### config.mk
export PLATFORM = sky130hd
export DESIGN_NAME = gate_interlock
export DESIGN_NICKNAME = d
export VERILOG_FILES = /design/src/rtl/gi_pkg.sv /design/src/rtl/gi_sync2.sv /design/src/rtl/gi_pulse_filter.sv /design/src/rtl/gi_oc_blank.sv /design/src/rtl/gi_trip_recovery.sv /design/src/rtl/gate_interlock.sv
export SDC_FILE = /design/constraint.sdc
export NUM_CORES = 1
export LEC_CHECK = 0
export BUFFER_PORTS_ARGS = -buffer_cell sky130_fd_sc_hd__buf_2
export CORE_MARGIN = 8
export CORE_UTILIZATION = 50
export DETAILED_ROUTE_END_ITERATION = 10
export MAX_ROUTING_LAYER = met4
export PLACE_DENSITY = 0.74
export SYNTH_ARGS = -nofsm -noshare
export SYNTH_HDL_FRONTEND = slang
export SYNTH_SLANG_ARGS = --single-unit
### constraint.sdc
create_clock -name clk -period 1.8 [get_ports clk]
set_input_delay 0.36 -clock clk [delete_from_list [all_inputs] [get_ports clk]]
set_output_delay 0.36 -clock clk [all_outputs]
set_load 0.01 [all_outputs]
### src/rtl/gi_pkg.sv
`timescale 1ns/1ps
package gi_pkg;
  localparam int unsigned PHASES = 3;
  localparam int unsigned NCMD   = 2 * PHASES + 1;

  typedef enum logic [1:0] {
    ST_RUN   = 2'd0,
    ST_TRIP  = 2'd1,
    ST_CLEAR = 2'd2
  } rec_state_t;
endpackage

### src/rtl/gi_sync2.sv
`timescale 1ns/1ps
module gi_sync2 #(
  parameter int unsigned W = 1,
  parameter logic [W-1:0] RST_VAL = '0
) (
  input  logic         clk,
  input  logic         rst_n,
  input  logic [W-1:0] d,
  output logic [W-1:0] q
);
  logic [W-1:0] meta;

  always_ff @(posedge clk or negedge rst_n) begin
    if (!rst_n) begin
      meta <= RST_VAL;
      q    <= RST_VAL;
    end else begin
      meta <= d;
      q    <= meta;
    end
  end
endmodule

### src/rtl/gi_pulse_filter.sv
`timescale 1ns/1ps
module gi_pulse_filter #(
  parameter int unsigned MIN_CYC = 100
) (
  input  logic clk,
  input  logic rst_n,
  input  logic din,
  output logic dout
);
  localparam int unsigned CW = $clog2(MIN_CYC + 1);
  localparam logic [CW-1:0] LAST = CW'(MIN_CYC - 1);

  logic [CW-1:0] cnt;

  always_ff @(posedge clk or negedge rst_n) begin
    if (!rst_n) begin
      cnt  <= '0;
      dout <= 1'b0;
    end else if (din == dout) begin
      cnt <= '0;
    end else if (cnt == LAST) begin
      dout <= din;
      cnt  <= '0;
    end else begin
      cnt <= cnt + 1'b1;
    end
  end


  filt_hold_chk: assert property (@(posedge clk) disable iff (!rst_n)
    (dout != $past(dout)) |-> ($past(cnt) == LAST && $past(din) == dout));
endmodule

### src/rtl/gi_oc_blank.sv
`timescale 1ns/1ps
module gi_oc_blank #(
  parameter int unsigned BLANK_CYC = 35
) (
  input  logic clk,
  input  logic rst_n,
  input  logic oc_in,
  output logic hit
);
  localparam int unsigned CW = $clog2(BLANK_CYC + 1);
  localparam logic [CW-1:0] LIMIT = CW'(BLANK_CYC);

  logic [CW-1:0] cnt;

  always_ff @(posedge clk or negedge rst_n) begin
    if (!rst_n)             cnt <= '0;
    else if (!oc_in)        cnt <= '0;
    else if (cnt != LIMIT)  cnt <= cnt + 1'b1;
  end

  assign hit = oc_in && (cnt == LIMIT);


  blank_persist_chk: assert property (@(posedge clk) disable iff (!rst_n)
    $rose(hit) |-> $past(oc_in));
endmodule

### src/rtl/gi_trip_recovery.sv
`timescale 1ns/1ps
module gi_trip_recovery
  import gi_pkg::*;
#(
  parameter int unsigned CLEAR_CYC = 185000
) (
  input  logic clk,
  input  logic rst_n,
  input  logic oc_in,
  input  logic hit,
  output logic shut
);
  localparam int unsigned CW = $clog2(CLEAR_CYC + 1);
  localparam logic [CW-1:0] LAST = CW'(CLEAR_CYC - 1);

  rec_state_t    state;
  logic [CW-1:0] cnt;

  always_ff @(posedge clk or negedge rst_n) begin
    if (!rst_n) begin
      state <= ST_RUN;
      cnt   <= '0;
    end else begin
      case (state)
        ST_RUN: begin
          if (hit) state <= ST_TRIP;
        end
        ST_TRIP: begin
          if (!oc_in) begin
            state <= ST_CLEAR;
            cnt   <= '0;
          end
        end
        ST_CLEAR: begin
          if (hit)              state <= ST_TRIP;
          else if (oc_in)       cnt   <= '0;
          else if (cnt == LAST) state <= ST_RUN;
          else                  cnt   <= cnt + 1'b1;
        end
        default: state <= ST_TRIP;
      endcase
    end
  end

  assign shut = (state != ST_RUN);


  clear_wait_chk: assert property (@(posedge clk) disable iff (!rst_n)
    (state == ST_RUN && $past(state) == ST_CLEAR) |-> ($past(cnt) == LAST && !$past(oc_in)));


  retrip_hold_chk: assert property (@(posedge clk) disable iff (!rst_n)
    (state != ST_RUN && oc_in) |=> (state != ST_RUN));
endmodule

### src/rtl/gate_interlock.sv
`timescale 1ns/1ps
module gate_interlock
  import gi_pkg::*;
#(
  parameter int unsigned BLANK_CYC     = 35,
  parameter int unsigned CLEAR_CYC     = 185000,
  parameter int unsigned MIN_PULSE_CYC = 100
) (
  input  logic       clk,
  input  logic       rst_n,
  input  logic [2:0] hi_cmd,
  input  logic [2:0] lo_cmd,
  input  logic       pfc_cmd,
  input  logic       oc_inv,
  input  logic       oc_pfc,
  input  logic       uv_main,
  input  logic [2:0] uv_boot,
  output logic [2:0] gate_hi,
  output logic [2:0] gate_lo,
  output logic       gate_pfc,
  output logic       fault_n
);
  logic [NCMD-1:0]   cmd_s;
  logic [NCMD-1:0]   cmd_f;
  logic [1:0]        oc_s;
  logic              uv_main_s;
  logic [PHASES-1:0] uv_boot_s;
  logic              oc_any;
  logic              oc_hit;
  logic              oc_shut;
  logic              shut_all;
  logic [PHASES-1:0] hi_f;
  logic [PHASES-1:0] lo_f;

  gi_sync2 #(.W(NCMD), .RST_VAL('0)) u_sync_cmd (
    .clk(clk), .rst_n(rst_n), .d({pfc_cmd, lo_cmd, hi_cmd}), .q(cmd_s));

  gi_sync2 #(.W(2), .RST_VAL(2'b00)) u_sync_oc (
    .clk(clk), .rst_n(rst_n), .d({oc_pfc, oc_inv}), .q(oc_s));

  gi_sync2 #(.W(1), .RST_VAL(1'b1)) u_sync_uvm (
    .clk(clk), .rst_n(rst_n), .d(uv_main), .q(uv_main_s));

  gi_sync2 #(.W(PHASES), .RST_VAL('0)) u_sync_uvb (
    .clk(clk), .rst_n(rst_n), .d(uv_boot), .q(uv_boot_s));

  for (genvar c = 0; c < NCMD; c++) begin : g_filt
    gi_pulse_filter #(.MIN_CYC(MIN_PULSE_CYC)) u_filt (
      .clk(clk), .rst_n(rst_n), .din(cmd_s[c]), .dout(cmd_f[c]));
  end

  assign hi_f   = cmd_f[PHASES-1:0];
  assign lo_f   = cmd_f[2*PHASES-1:PHASES];
  assign oc_any = |oc_s;

  gi_oc_blank #(.BLANK_CYC(BLANK_CYC)) u_blank (
    .clk(clk), .rst_n(rst_n), .oc_in(oc_any), .hit(oc_hit));

  gi_trip_recovery #(.CLEAR_CYC(CLEAR_CYC)) u_recov (
    .clk(clk), .rst_n(rst_n), .oc_in(oc_any), .hit(oc_hit), .shut(oc_shut));

  assign shut_all = oc_hit | oc_shut | uv_main_s;

  always_ff @(posedge clk or negedge rst_n) begin
    if (!rst_n) begin
      gate_hi  <= '0;
      gate_lo  <= '0;
      gate_pfc <= 1'b0;
      fault_n  <= 1'b0;
    end else begin
      gate_hi  <= shut_all ? '0 : (hi_f & ~lo_f & ~uv_boot_s);
      gate_lo  <= shut_all ? '0 : (lo_f & ~hi_f);
      gate_pfc <= !shut_all && cmd_f[NCMD-1];
      fault_n  <= !shut_all;
    end
  end


  trip_off_chk: assert property (@(posedge clk) disable iff (!rst_n)
    oc_hit |=> (!fault_n && gate_hi == '0 && gate_lo == '0 && !gate_pfc));


  uvmain_off_chk: assert property (@(posedge clk) disable iff (!rst_n)
    uv_main_s |=> (!fault_n && gate_hi == '0 && gate_lo == '0 && !gate_pfc));

  for (genvar p = 0; p < PHASES; p++) begin : g_chk

    leg_block_chk: assert property (@(posedge clk) disable iff (!rst_n)
      (hi_f[p] && lo_f[p]) |=> (!gate_hi[p] && !gate_lo[p]));


    boot_off_chk: assert property (@(posedge clk) disable iff (!rst_n)
      uv_boot_s[p] |=> !gate_hi[p]);
  end
endmodule

* Word level (Yosys, flattened, before mapping)
Index checks and enable logic that the tools add are counted.
Word-level totals: bits in registers 116, logic and storage cells 124
Operators by class: add/subtract/negate cells 9, eq/ne operators 26, multiplexer cells 29, bitwise gates (word level) 15, reductions and logical operators 16
Operators by type and width (number):
- 7-bit 2-to-1 mux | 14
- 18-bit 2-to-1 mux | 4
- 7-bit by 1-bit adder with 7-bit output (second input constant) | 7
- 7-bit == test (second input constant) | 7
- 18-bit one-hot mux with 2 select lines | 1
- 18-bit by 1-bit adder with 18-bit output (second input constant) | 1
- 18-bit == test (second input constant) | 1
- 2-bit AND reduction | 7
- 6-bit 2-to-1 mux | 2
- 2-bit 2-to-1 mux | 5
- 3-bit AND | 3
- 3-bit NOT | 3
- 2-bit inequality test (second input constant) | 4
- 4-bit AND reduction | 2
- 1-bit == test | 7
- 1-bit NOT | 7
- 6-bit by 1-bit adder with 6-bit output (second input constant) | 1
- 6-bit == test (second input constant) | 1
- 3-bit 2-to-1 mux | 2
- 3-bit inequality test (second input constant) | 2
- 6-bit inequality test (second input constant) | 1
- 2-bit one-hot mux with 3 select lines | 1
- 2-bit nonzero test | 2
- 3-bit by 2-bit inequality test with 1-bit output (second input constant) | 1
- 7 further kinds | 9

* Logic depth before layout (Yosys ltp)
Gate-level depths: netlist of the first run.
depth in word-level cells 6, depth in mapped cells 8, mapped depth without buffers 7

* Cells and area by module
Synthesis of the first run repeated with hierarchy kept, for this count alone.
Unflattened totals: cells, all modules 447, area, all modules 5163.7 um2
Modules (own cells, without submodules):
- gi_pulse_filter | instances 7, cells each 35, area an instance 385.4 um2, sequential area each 200.2 um2
- gi_trip_recovery | instances 1, cells each 126, area an instance 1152.4 um2, sequential area each 500.5 um2
- gi_sync2 (u_sync_cmd) | instances 1, cells each 14, area an instance 350.3 um2, sequential area each 350.3 um2
- gate_interlock | instances 1, cells each 19, area an instance 342.8 um2, sequential area each 200.2 um2
- gi_oc_blank | instances 1, cells each 31, area an instance 317.8 um2, sequential area each 150.1 um2
- gi_sync2 (u_sync_uvb) | instances 1, cells each 6, area an instance 150.1 um2, sequential area each 150.1 um2
- gi_sync2 (u_sync_oc) | instances 1, cells each 4, area an instance 100.1 um2, sequential area each 100.1 um2
- gi_sync2 (u_sync_uvm) | instances 1, cells each 2, area an instance 52.6 um2, sequential area each 52.6 um2

* Worst setup path before layout of the first run
No wires, ideal clock.
path type register to register, start point register u_recov.state[0], end point register u_recov.cnt[15], setup time 81 ps, data arrival time 1730 ps, data required time 1719 ps, setup slack -12 ps, cell stages (with the launch flop) 9, buffers on the path 2, path through dfrtp_1 or4b_1 buf_6 nor2_8 nand4_4 nand2_4 inv_4 buf_12 a31oi_2
On the way: longest elaborated chain between the ends 3
RTL lines:
- start: declaration | RTL line gi_trip_recovery.sv:16 | rec_state_t state;
- start signal: assignment | RTL line gi_trip_recovery.sv:21 | state <= ST_RUN;
- start signal: assignment | RTL line gi_trip_recovery.sv:26 | if (hit) state <= ST_TRIP;
- start signal: assignment | RTL line gi_trip_recovery.sv:30 | state <= ST_CLEAR;
- 2-bit == test or 2-bit by 1-bit == test with 1-bit output (tied branches) | RTL line gi_trip_recovery.sv:24 | case (state)
- 3-bit inequality test (no source line), or another cell as far along
- 4-bit AND reduction (no source line)
- end signal: assignment | RTL line gi_trip_recovery.sv:38 | else cnt <= cnt + 1'b1;
- end: declaration | RTL line gi_trip_recovery.sv:17 | logic [CW-1:0] cnt;
Parallel ways exist; a longest one is shown, timed or not. A chain may end at the register's enable or synchronous reset.

* Worst setup path in the final report of the first run
start point register u_sync_oc.q[0], end point register u_recov.cnt[2]
On the way: longest elaborated chain between the ends 4
RTL lines:
- start: declaration | RTL line gi_sync2.sv:9 | output logic [W-1:0] q
- start signal: assignment | RTL line gi_sync2.sv:19 | q <= meta;
- 2-bit OR reduction * | RTL line gate_interlock.sv:54 | assign oc_any = |oc_s;
- 18-bit 2-to-1 mux or 1-bit logical AND (tied branches) | RTL line gi_trip_recovery.sv:36, gi_oc_blank.sv:21
- 18-bit 2-to-1 mux or 2-bit inequality test (tied branches)
- 18-bit one-hot mux with 2 select lines or 4-bit AND reduction (tied branches)
Mark *: on every way between the ends. The rest lies on a longest branch, timed or not. The select of a mux whose other input is x is not followed.

==> results by group, run 1 <==
Timing
  • Worst Skew: a little over 0.006 ns
  • RSZ-0062 raised after global routing: true
  • Sum of negative setup slack: 0 ns
  • Final Hold Fails: 0
  • Fmax: roughly 570 MHz
  • Final worst setup slack: 0.0413 ns
  • Final period util: 97.7%
  • Relative slew slack: 73.6%
  • Crit path time final: 1.76 ns
  • WHS: 0.345 ns
  • Final setup viols: 0
  • Slew Limit Fails: 0
  • Worst Max-Slew Pin Slew: 0.395 ns

Die
  • Initial Util: 50.8%
  • # rows: 36
  • Die width: ~110 µm
  • Core area: 9640 µm²
  • Die height: approximately 110 µm
  • Die area: 13200 µm²
  • Boundary Pins: 23

Clock tree
  • Clk_lat worst skew: 0.52 ns
  • Num CTS Buffers: 17
  • Clk buf depth: 2
  • CTS sink count: 116
  • Clock transition at path regs: 0.06 ns
  • H-Tree Depth: 4
  • CTS tree: done
  • Clock root buffer: clkbuf_8

Detailed routing
  • Routed Wire Length: 9620 µm
  • Initial DRT Pass Iterations: 6
  • Initial DRC Count: 213
  • WL/cell: 15.1 µm
  • Drt drc: 0
  • Via count: 3303
  • Post-route ant nets: 0
  • Average vias per placed instance: approximately 5.2

Placement
  • DP HPWL: roughly 6000 µm
  • # port buffers: 22
  • DP Worst Slack: -0.0632 ns
  • Gpl congestion: 0.813

Synth
  • Most frequent cell after synthesis: dfrtp_1
  • Top_reg_cell synth: dfrtp_1
  • Yosys top cell area share: 58.2%
  • Commonest cells in the netlist: dfrtp_1, nor2_1, nand3_1
  • Post-synth EDFFs: 0
  • Mapped Area: 4900 µm²
  • Netlist cell types: 47
  • Seq cells post-synth: 116
  • Top post-synthesis cells by area: dfrtp_1, nor2_1, xor2_1
  • Post-synth top area cell: dfrtp_1
  • Total nets after synthesis: 440
  • Synth Instances: 416
  • Post-synth ARST share: 100%
  • Avg Inst Size Synth: 11.8 µm²
  • Synth Warn #: 0
  • Post-synthesis sequential area ratio: between 50% and 60%

Worst hold path
  • HP Class: reg -> reg
  • HP Start: u_sync_cmd.meta[6]

Worst setup path
  • Critical-path cell list: or4b_4 > nor2_8 > nand4_4 > nand2_4 > inv_6 > a21oi_1
  • CP max stage cell: or4b_4
  • CP delay by family, top: simple AND/OR/NAND/NOR gates
  • Worst r2r src: u_sync_oc.q[0]
  • Nature of the critical path startpoint: flip-flop
  • Crit path kind: reg -> reg
  • Reg-to-reg setup timing slack: 0.04 ns
  • Worst Path Max Fanout: 11
  • Buffers plus inverters on the worst setup path: 1
  • Crit path capture type: flip-flop
  • CP Data Required Time: 2.23 ns
  • Crit. Startpoint: u_sync_oc.q[0]
  • Worst EP arrival: about 2.2 ns
  • Max incr delay on CP: 0.60 ns

Power and ir drop
  • Cell internal pwr: about 5000 µW
  • Comb pwr share: 9.6%
  • Clock power frac: 47.6%
  • Switching portion of total power: 24.4%
  • Sequential Power Share: 42.8%
  • Pwr Total: about 6600 µW
  • Pleak: 0.00279 µW
  • Maximum vdd ir drop: 0.793 mV
  • Sw power: 1610 µW
  • Power Density: 1080 nW/µm²

Global route
  • Pin count of the biggest net entering global routing: 40
  • Initial antenna violation count: 0
  • GRT overflow: 0
  • Vias in the first global route: 3557
  • First-pass GRT wire length: 16300 µm
  • GRT Util Overall: about 16%

Status
  • Outcome: finished, final reports clean

Final layout
  • Diodes inserted: 0
  • Area growth from synthesis to layout: 25.3%
  • Share of layout cells above drive strength 1: 23.0%
  • Final net count: 516

Flow run
  • Max_cap viols: 0
## area by class of cell
cell class / count / area [µm²]
sequential: 116 / 2910
fill: 756 / 3500
clock buffer: 21 / 449
tap: 133 / 166
inverter: 4 / 20.0
multi-input combinational: 289 / 2000
clock inverter: 10 / 108
timing repair buffer: 64 / 488
## worst reg2reg max path, cell delays in order, from the launching register on
cell and delay [ns]:
dfrtp_1 0.38, or4b_4 0.60, nor2_8 0.12, nand4_4 0.13
nand2_4 0.17, inv_6 0.09, a21oi_1 0.18
## layer usage
| metal | wire length, µm | global-route usage (%) | vias to the layer above |
|---|---|---|---|
| li1 | - | - | 1593 |
| met1 | 4110 | 18.4 | 1629 |
| met2 | 4950 | 26.0 | 60 |
| met3 | 350 | 5.62 | 21 |
| met4 | 204 | 7.79 | 0 |
| met5 | 0 | - | - |
## cell usage in the layout (no fill, tap or decap), types with 10 or more instances in the layout
| master | synthesis | final |
|---|---|---|
| dfrtp_1 | 114 | 113 |
| nor2_1 | 67 | 67 |
| nand3_1 | 30 | 29 |
| nand2_1 | 28 | 28 |
| buf_4 | 0 | 27 |
| xor2_1 | 25 | 25 |
| xnor2_1 | 23 | 23 |
| buf_2 | 0 | 21 |
| and3_1 | 17 | 17 |
| clkbuf_16 | 0 | 16 |
| dlygate4sd3_1 | 0 | 14 |
| nor3_1 | 14 | 10 |
## timing repair
item                                    in CTS  in global routing
resized for setup                            2                 13
hold buffers                                14                  0
pin swaps                                    0                  0
hold endpoints to repair                   127                  0
endpoints found under the setup margin      15                 16
setup buffers                                0                  1
## registers in the layout, indices dropped and copies added, names as in the netlist
| name | flops |
|---|---|
| fault_n | 1 |
| g_filt.u_filt.cnt | 49 |
| g_filt.u_filt.dout | 7 |
| gate_hi | 3 |
| gate_lo | 3 |
| gate_pfc | 1 |
| u_blank.cnt | 6 |
| u_recov.cnt | 18 |
| u_recov.state | 2 |
| u_sync_cmd.meta | 7 |
| u_sync_cmd.q | 7 |
| u_sync_oc.meta | 2 |
| u_sync_oc.q | 2 |
| u_sync_uvb.meta | 3 |
| u_sync_uvb.q | 3 |
| u_sync_uvm.meta | 1 |
| u_sync_uvm.q | 1 |
## per-stage QoR
step	cells	cell area [µm²]	util [%]
floorplan	416	4900	-
global placement	591	5360	55.6
detailed placement	591	5360	55.6
CTS	636	6060	62.9
global route	637	6140	63.7
finish	637	6140	63.7
## final timing paths
check	end	cells after the start
setup / recovery	u_recov.cnt[2]	6
hold / removal	u_sync_cmd.q[6]	0
setup reg to reg	u_recov.cnt[2]	6
hold reg to reg	u_sync_cmd.q[6]	0
max in group asynchronous	u_sync_uvm.meta	3
min in group asynchronous	g_filt[4].u_filt.dout	3
## power by group through the flow
stage / clock network, µW / logic [µW] / registers (µW)
after CTS: 3220 / 595 / 2840
after floorplan: 0 / 389 / 2860
after detailed placement: 0 / 556 / 2880
final: 3160 / 635 / 2840
after global routing: 3340 / 711 / 2850
after global placement: 0 / 534 / 2870
## cells by family after synthesis
logic type,Yosys count,share of synthesized area [%]
xor+xnor,48,8.58
simple gates,191,20.4
mux,9,2.02
buf+inv,11,1.38
flops,116,59.3
fa+ha+maj,9,2.30
compound gates,32,6.05
(Power assumes the default switching activity.)
==> inputs of run 2 (changes only) <==
SETUP_SLACK_MARGIN = 0.15   (was not set)
==> run 2 against run 1 <==
  * First-iteration DRC count is 27% lower
  * Design area is 2.5% higher
  * Routed wire length is 5.1% lower
  * Die area unchanged
  * Clock skew about the same
  * Setup slack improved by 0.032 ns
  * Utilization up 1.6 points
  * Critical path type unchanged
  * Cell count is 0.94% higher
  * Highest routed layer unchanged
  * Worst hold slack worse by 0.089 ns
  * Clock-buffer cell count is 1 lower
  * Global-route usage down 0.75 points
==> results by group, run 2 (synthesis results as in run 1) <==
Status
  • Outcome: finished, final reports clean

Worst setup path
  • Critical-path cell list: ha_2 > nand2_2 > nor4_4 > nor2b_1 > or4_1 > buf_6 > nor4b_4
  • FF-to-FF path depth: 7
  • Reg-to-reg setup timing slack: 0.07 ns
  • Worst r2r src: u_blank.cnt[0]
  • Max incr delay on CP: around 0.41 ns
  • CP Data Required Time: about 2.2 ns
  • Nature of the critical path startpoint: flip-flop
  • Crit path capture type: flip-flop
  • Crit path kind: reg -> reg
  • Worst EP arrival: 2.14 ns
  • Worst Path Max Fanout: 8
  • RR Endpoint: gate_hi[0]
  • CP max stage cell: or4_1

Detailed routing
  • Initial DRC Count: about 160
  • Routed Wire Length: 9120 µm
  • Drt drc: 0
  • Initial DRT Pass Iterations: 4
  • Post-route ant nets: 0
  • Average vias per placed instance: about 5.2
  • WL/cell: approximately 14 µm
  • Via count: 3329

Clock tree
  • Clock root buffer: clkbuf_8
  • Num CTS Buffers: 17
  • CTS tree: done
  • Clk_lat worst skew: between 0.5 and 0.6 ns
  • CTS sink count: 116
  • Clk buf depth: 2
  • Clock transition at path regs: 0.06 ns
  • H-Tree Depth: 4

Timing
  • Crit path time final: 1.73 ns
  • Worst Max-Slew Pin Slew: 0.401 ns
  • Fmax: 579 MHz
  • RSZ-0062 raised after global routing: true
  • Final period util: 95.9%
  • Slew Limit Fails: 0
  • Final setup viols: 0
  • Worst Skew: between 0.005 and 0.006 ns
  • Relative slew slack: ~73%
  • Final Hold Fails: 0

Global route
  • GRT Util Overall: 15.7%
  • GRT overflow: 0
  • Vias in the first global route: 3481
  • First-pass GRT wire length: between 15000 and 20000 µm
  • Pin count of the biggest net entering global routing: 72
  • Initial antenna violation count: 0

Final layout
  • Share of layout cells above drive strength 1: 26.5%
  • Diodes inserted: 0
  • Final Core Density: 65.3%
  • Layout Cells excl Fill: 643
  • Max reg flops: 49
  • Largest registers: g_filt.u_filt.cnt (49), u_recov.cnt (18)
  • Commonest non-fill, non-tap cell in the layout: dfrtp_1
  • Final net count: 521
  • FILL cells: between 700 and 800
  • Area growth from synthesis to layout: 28.4%
  • Biggest register: g_filt.u_filt.cnt
  • Most frequent cells in the layout: dfrtp_1, nor2_1, buf_4

Flow run
  • Max_cap viols: 0

Placement
  • DP HPWL: 5840 µm
  • Gpl congestion: 0.822
  • # port buffers: 22
  • DP Cell Count: 588

Power and ir drop
  • Power Density: 1080 nW/µm²
  • Maximum vdd ir drop: 0.776 mV
  • Pleak: 0.00287 µW

Die
  • Initial Util: between 50% and 60%
  • Die area: 13200 µm²
  • # rows: 36
  • Die width: 115 µm
  • Die height: roughly 110 µm
  • Boundary Pins: 23
  • Core area: 9640 µm²

Worst hold path
  • HP Class: in -> async
[run 2: cell type report]
class,instances,area (µm²),share of cell area [%]
Timing Repair Buffer,69,520,8.28
Inverter,4,22.5,0.358
Sequential cell,116,2910,46.3
Tap cell,133,166,2.65
Clock buffer,20,455,7.24
Multi-Input combinational cell,289,2090,33.2
Clock inverter,12,129,2.05
[run 2: how the worst max path moves through the flow]
stage	endpoint	cells after the start	slack (ns)	startpoint
after CTS	gate_hi[0]	7	0.07	u_blank.cnt[0]
final	gate_hi[0]	7	0.07	u_blank.cnt[0]
after global routing	u_recov.cnt[6]	6	0.006	u_recov.state[0]
after floorplan	u_recov.cnt[6]	8	0.01	u_sync_oc.q[0]
after global placement	u_recov.cnt[6]	6	0.03	u_sync_oc.q[0]
after detailed placement	u_recov.cnt[8]	6	-0.02	u_sync_oc.q[0]
[run 2: where the power goes]
group / internal (µW) / total, µW / leakage (µW) / switching (µW)
Clock: 2070 / 3240 / 0.000283 / 1170
Combinational: 300 / 694 / 0.00106 / 394
Sequential: 2740 / 2840 / 0.00153 / 103
[run 2: what timing repair did]
| item | 4_1_cts | 5_1_grt |
|---|---|---|
| setup buffers | 7 | 2 |
| endpoints found under the setup margin | 24 | 25 |
| hold buffers | 14 | 0 |
| gates cloned | 0 | 0 |
| hold endpoints to repair | 28 | 0 |
| gates resized for setup | 20 | 7 |
| pin swaps | 9 | 8 |
[run 2: routing by layer]
| metal | global-route usage [%] | vias up | share of wire [%] |
|---|---|---|---|
| li1 | - | 1614 | - |
| met1 | 18.0 | 1661 | 45 |
| met2 | 24.6 | 41 | 51 |
| met3 | 5.09 | 13 | 3.3 |
| met4 | 6.92 | 0 | 1.3 |
| met5 | - | - | 0 |
[run 2: worst max-delay path: cells and delay by family (launching register included)]
kind          cells  cell delay (ns)
fa+ha+maj         1             0.19
buf+inv           1             0.17
flops             1             0.39
simple gates      5             0.87
[run 2: through the flow]
stage                     TNS [ns]  hold WS [ns]  worst slack, ns  cell area, µm²  total power, µW
after floorplan                  0        0.0644           0.0139            4960             3280
after global placement           0         0.239           0.0349            5370             3410
after detailed placement    -0.107         0.244          -0.0192            5370             3430
after CTS                        0         0.233           0.0703            6240             6830
after global routing             0         0.256          0.00628            6290             7060
final                            0         0.257           0.0730            6290             6780
==> inputs of run 3 (changes only) <==
CELL_PAD_IN_SITES_DETAIL_PLACEMENT = 1   (was not set)
CELL_PAD_IN_SITES_GLOBAL_PLACEMENT = 1   (was not set)
CORE_MARGIN = not set   (was 8)
CORE_UTILIZATION = 45   (was 50)
PLACE_DENSITY = 0.8   (was 0.74)
==> run 3 against run 2 <==
  * Total power is 6.0% higher
  * Global-route usage is 7.1 points higher
  * Sequential power hardly changed
  * Utilization is 3.2 points lower
  * Via count is 4.3% higher
  * Die area is 14% lower
  * Design area is 2.7% higher
  * Critical path depth stayed put
==> results by group, run 3 (synthesis results as in run 1) <==
Timing
  • Worst Max-Slew Pin Slew: 0.631 ns
  • Crit path time final: 1.77 ns
  • Slew Limit Fails: 0
  • Worst Skew: 0.00849 ns
  • Final Hold Fails: 0
  • Final worst setup slack: between 0.03 and 0.04 ns
  • Final setup viols: 0
  • Final period util: a little over nine tenths
  • Fmax: 566 MHz
  • Relative slew slack: 57.9%
  • Sum of negative setup slack: 0 ns
  • RSZ-0062 raised after global routing: true

Power and ir drop
  • Clock power frac: 48.8%
  • Power Density: 1110 nW/µm²
  • Sw power: 1740 µW
  • Pleak: 0.00293 µW
  • Cell internal pwr: 5440 µW
  • Comb pwr share: 11.5%
  • Switching portion of total power: around 24%
  • Maximum vdd ir drop: slightly above 0.7 mV
  • Sequential Power Share: between 30% and 40%

Die
  • Die area: 11300 µm²
  • # rows: 37
  • Core area: 10400 µm²
  • Die width: 106 µm
  • Boundary Pins: 23
  • Initial Util: ~47%
  • Die height: 106 µm

Placement
  • # port buffers: 22
  • DP HPWL: 6720 µm
  • DP Worst Slack: -0.0384 ns
  • Gpl congestion: between 0.8 and 0.9

Final layout
  • FILL cells: 1059
  • Commonest non-fill, non-tap cell in the layout: dfrtp_1
  • Largest registers: g_filt.u_filt.cnt (49), u_recov.cnt (18)
  • Diodes inserted: 0
  • Share of layout cells above drive strength 1: 26.4%
  • Area growth from synthesis to layout: 31.9%
  • Max reg flops: 49
  • Most frequent cells in the layout: dfrtp_1, nor2_1, buf_4
  • Final Core Density: 62.0%
  • Final net count: between 500 and 600
  • Biggest register: g_filt.u_filt.cnt

Detailed routing
  • Via count: 3472
  • Post-route ant nets: 0
  • Initial DRC Count: 120
  • Drt drc: 0
  • WL/cell: 17.7 µm
  • Average vias per placed instance: 5.36
  • Initial DRT Pass Iterations: 4
  • Routed Wire Length: 11500 µm

Global route
  • First-pass GRT wire length: 19000 µm
  • Vias in the first global route: 3878
  • Pin count of the biggest net entering global routing: 117
  • GRT overflow: 0
  • GRT Util Overall: 22.8%
  • Initial antenna violation count: 0

Clock tree
  • Clock transition at path regs: 0.05 ns
  • CTS sink count: 116
  • Clk buf depth: 2
  • Num CTS Buffers: 17
  • CTS tree: done
  • H-Tree Depth: 4
  • Clk_lat worst skew: 0.53 ns
  • Clock root buffer: clkbuf_8

Worst setup path
  • Reg-to-reg setup timing slack: 0.03 ns
  • Crit path capture type: flip-flop
  • Crit path kind: reg -> reg
  • Worst EP arrival: approximately 2.2 ns
  • Nature of the critical path startpoint: flip-flop
  • CP Data Required Time: 2.24 ns
  • Worst Path Max Fanout: 8

Worst hold path
  • HP Class: reg -> reg

Flow run
  • Max_cap viols: 0

Status
  • Outcome: finished, final reports clean
## run 3: cell types whose count changed in the layout (fill, tap and decap cells not counted), moves of 3 or more
cell	previous run	this run
clkbuf_1	0	3
clkinv_2	4	1
dfrtp_1	110	113
dfrtp_2	4	1
## run 3: metal layers
metal / GRT usage, % / part of all wire [%]
met1: 25.6 / 41
met2: 39.5 / 54
met3: 6.68 / 3.1
met4: 6.45 / 1.6
met5: - / 0
## run 3: stage by stage
step / hold WS, ns / instance area, µm² / cells / total power [µW]
after floorplan: 0.0644 / 4960 / 416 / 3280
after global placement: 0.333 / 5400 / 593 / 3420
after detailed placement: 0.336 / 5400 / 593 / 3450
after CTS: 0.349 / 6300 / 643 / 7140
after global routing: 0.353 / 6460 / 648 / 7460
final: 0.347 / 6460 / 648 / 7180
## run 3: cell type report
| class | instances | area, µm² | share of cell area, % |
|---|---|---|---|
| flip-flops and latches | 116 | 2910 | 45.0 |
| multi-input cells | 289 | 2160 | 33.5 |
| repair buffers | 71 | 572 | 8.85 |
| clock buffers | 23 | 467 | 7.22 |
| well taps | 136 | 170 | 2.63 |
| clock inverters | 8 | 149 | 2.30 |
| inverters | 4 | 22.5 | 0.349 |
| repair inverters | 1 | 11.3 | 0.174 |
## run 3: critical path: stages (launching register included)
cell	delay, ns
dfrtp_1	0.42
ha_4	0.17
nand3_4	0.11
nor4_4	0.37
nand4_4	0.20
nand2_8	0.18
inv_8	0.07
a31oi_4	0.15
## run 3: path summary, 6_finish.rpt
path / endpoint / cells after the start / start
setup / recovery: u_recov.cnt[7] / 7 / u_recov.cnt[0]
hold / removal: u_sync_cmd.q[1] / 0 / u_sync_cmd.meta[1]
setup reg to reg: u_recov.cnt[7] / 7 / u_recov.cnt[0]
hold reg to reg: u_sync_cmd.q[1] / 0 / u_sync_cmd.meta[1]
max in group asynchronous: u_recov.cnt[7] / 3 / rst_n
min in group asynchronous: g_filt[6].u_filt.cnt[4] / 3 / rst_n
## run 3: power by group through the flow
stage	Combinational, µW	Sequential (µW)	Clock (µW)
floorplan	412	2870	0
global placement	540	2880	0
detailed placement	569	2880	0
CTS	739	2850	3550
global route	905	2870	3680
finish	826	2850	3500
## run 3: what timing repair did
item                                    4_1_cts  5_1_grt
endpoints found under the setup margin       25       25
hold buffers                                 14        0
pin swaps                                    10       11
hold endpoints to repair                    127        0
gates resized for setup                      20       26
cloned                                        1        0
setup buffers                                 4        5
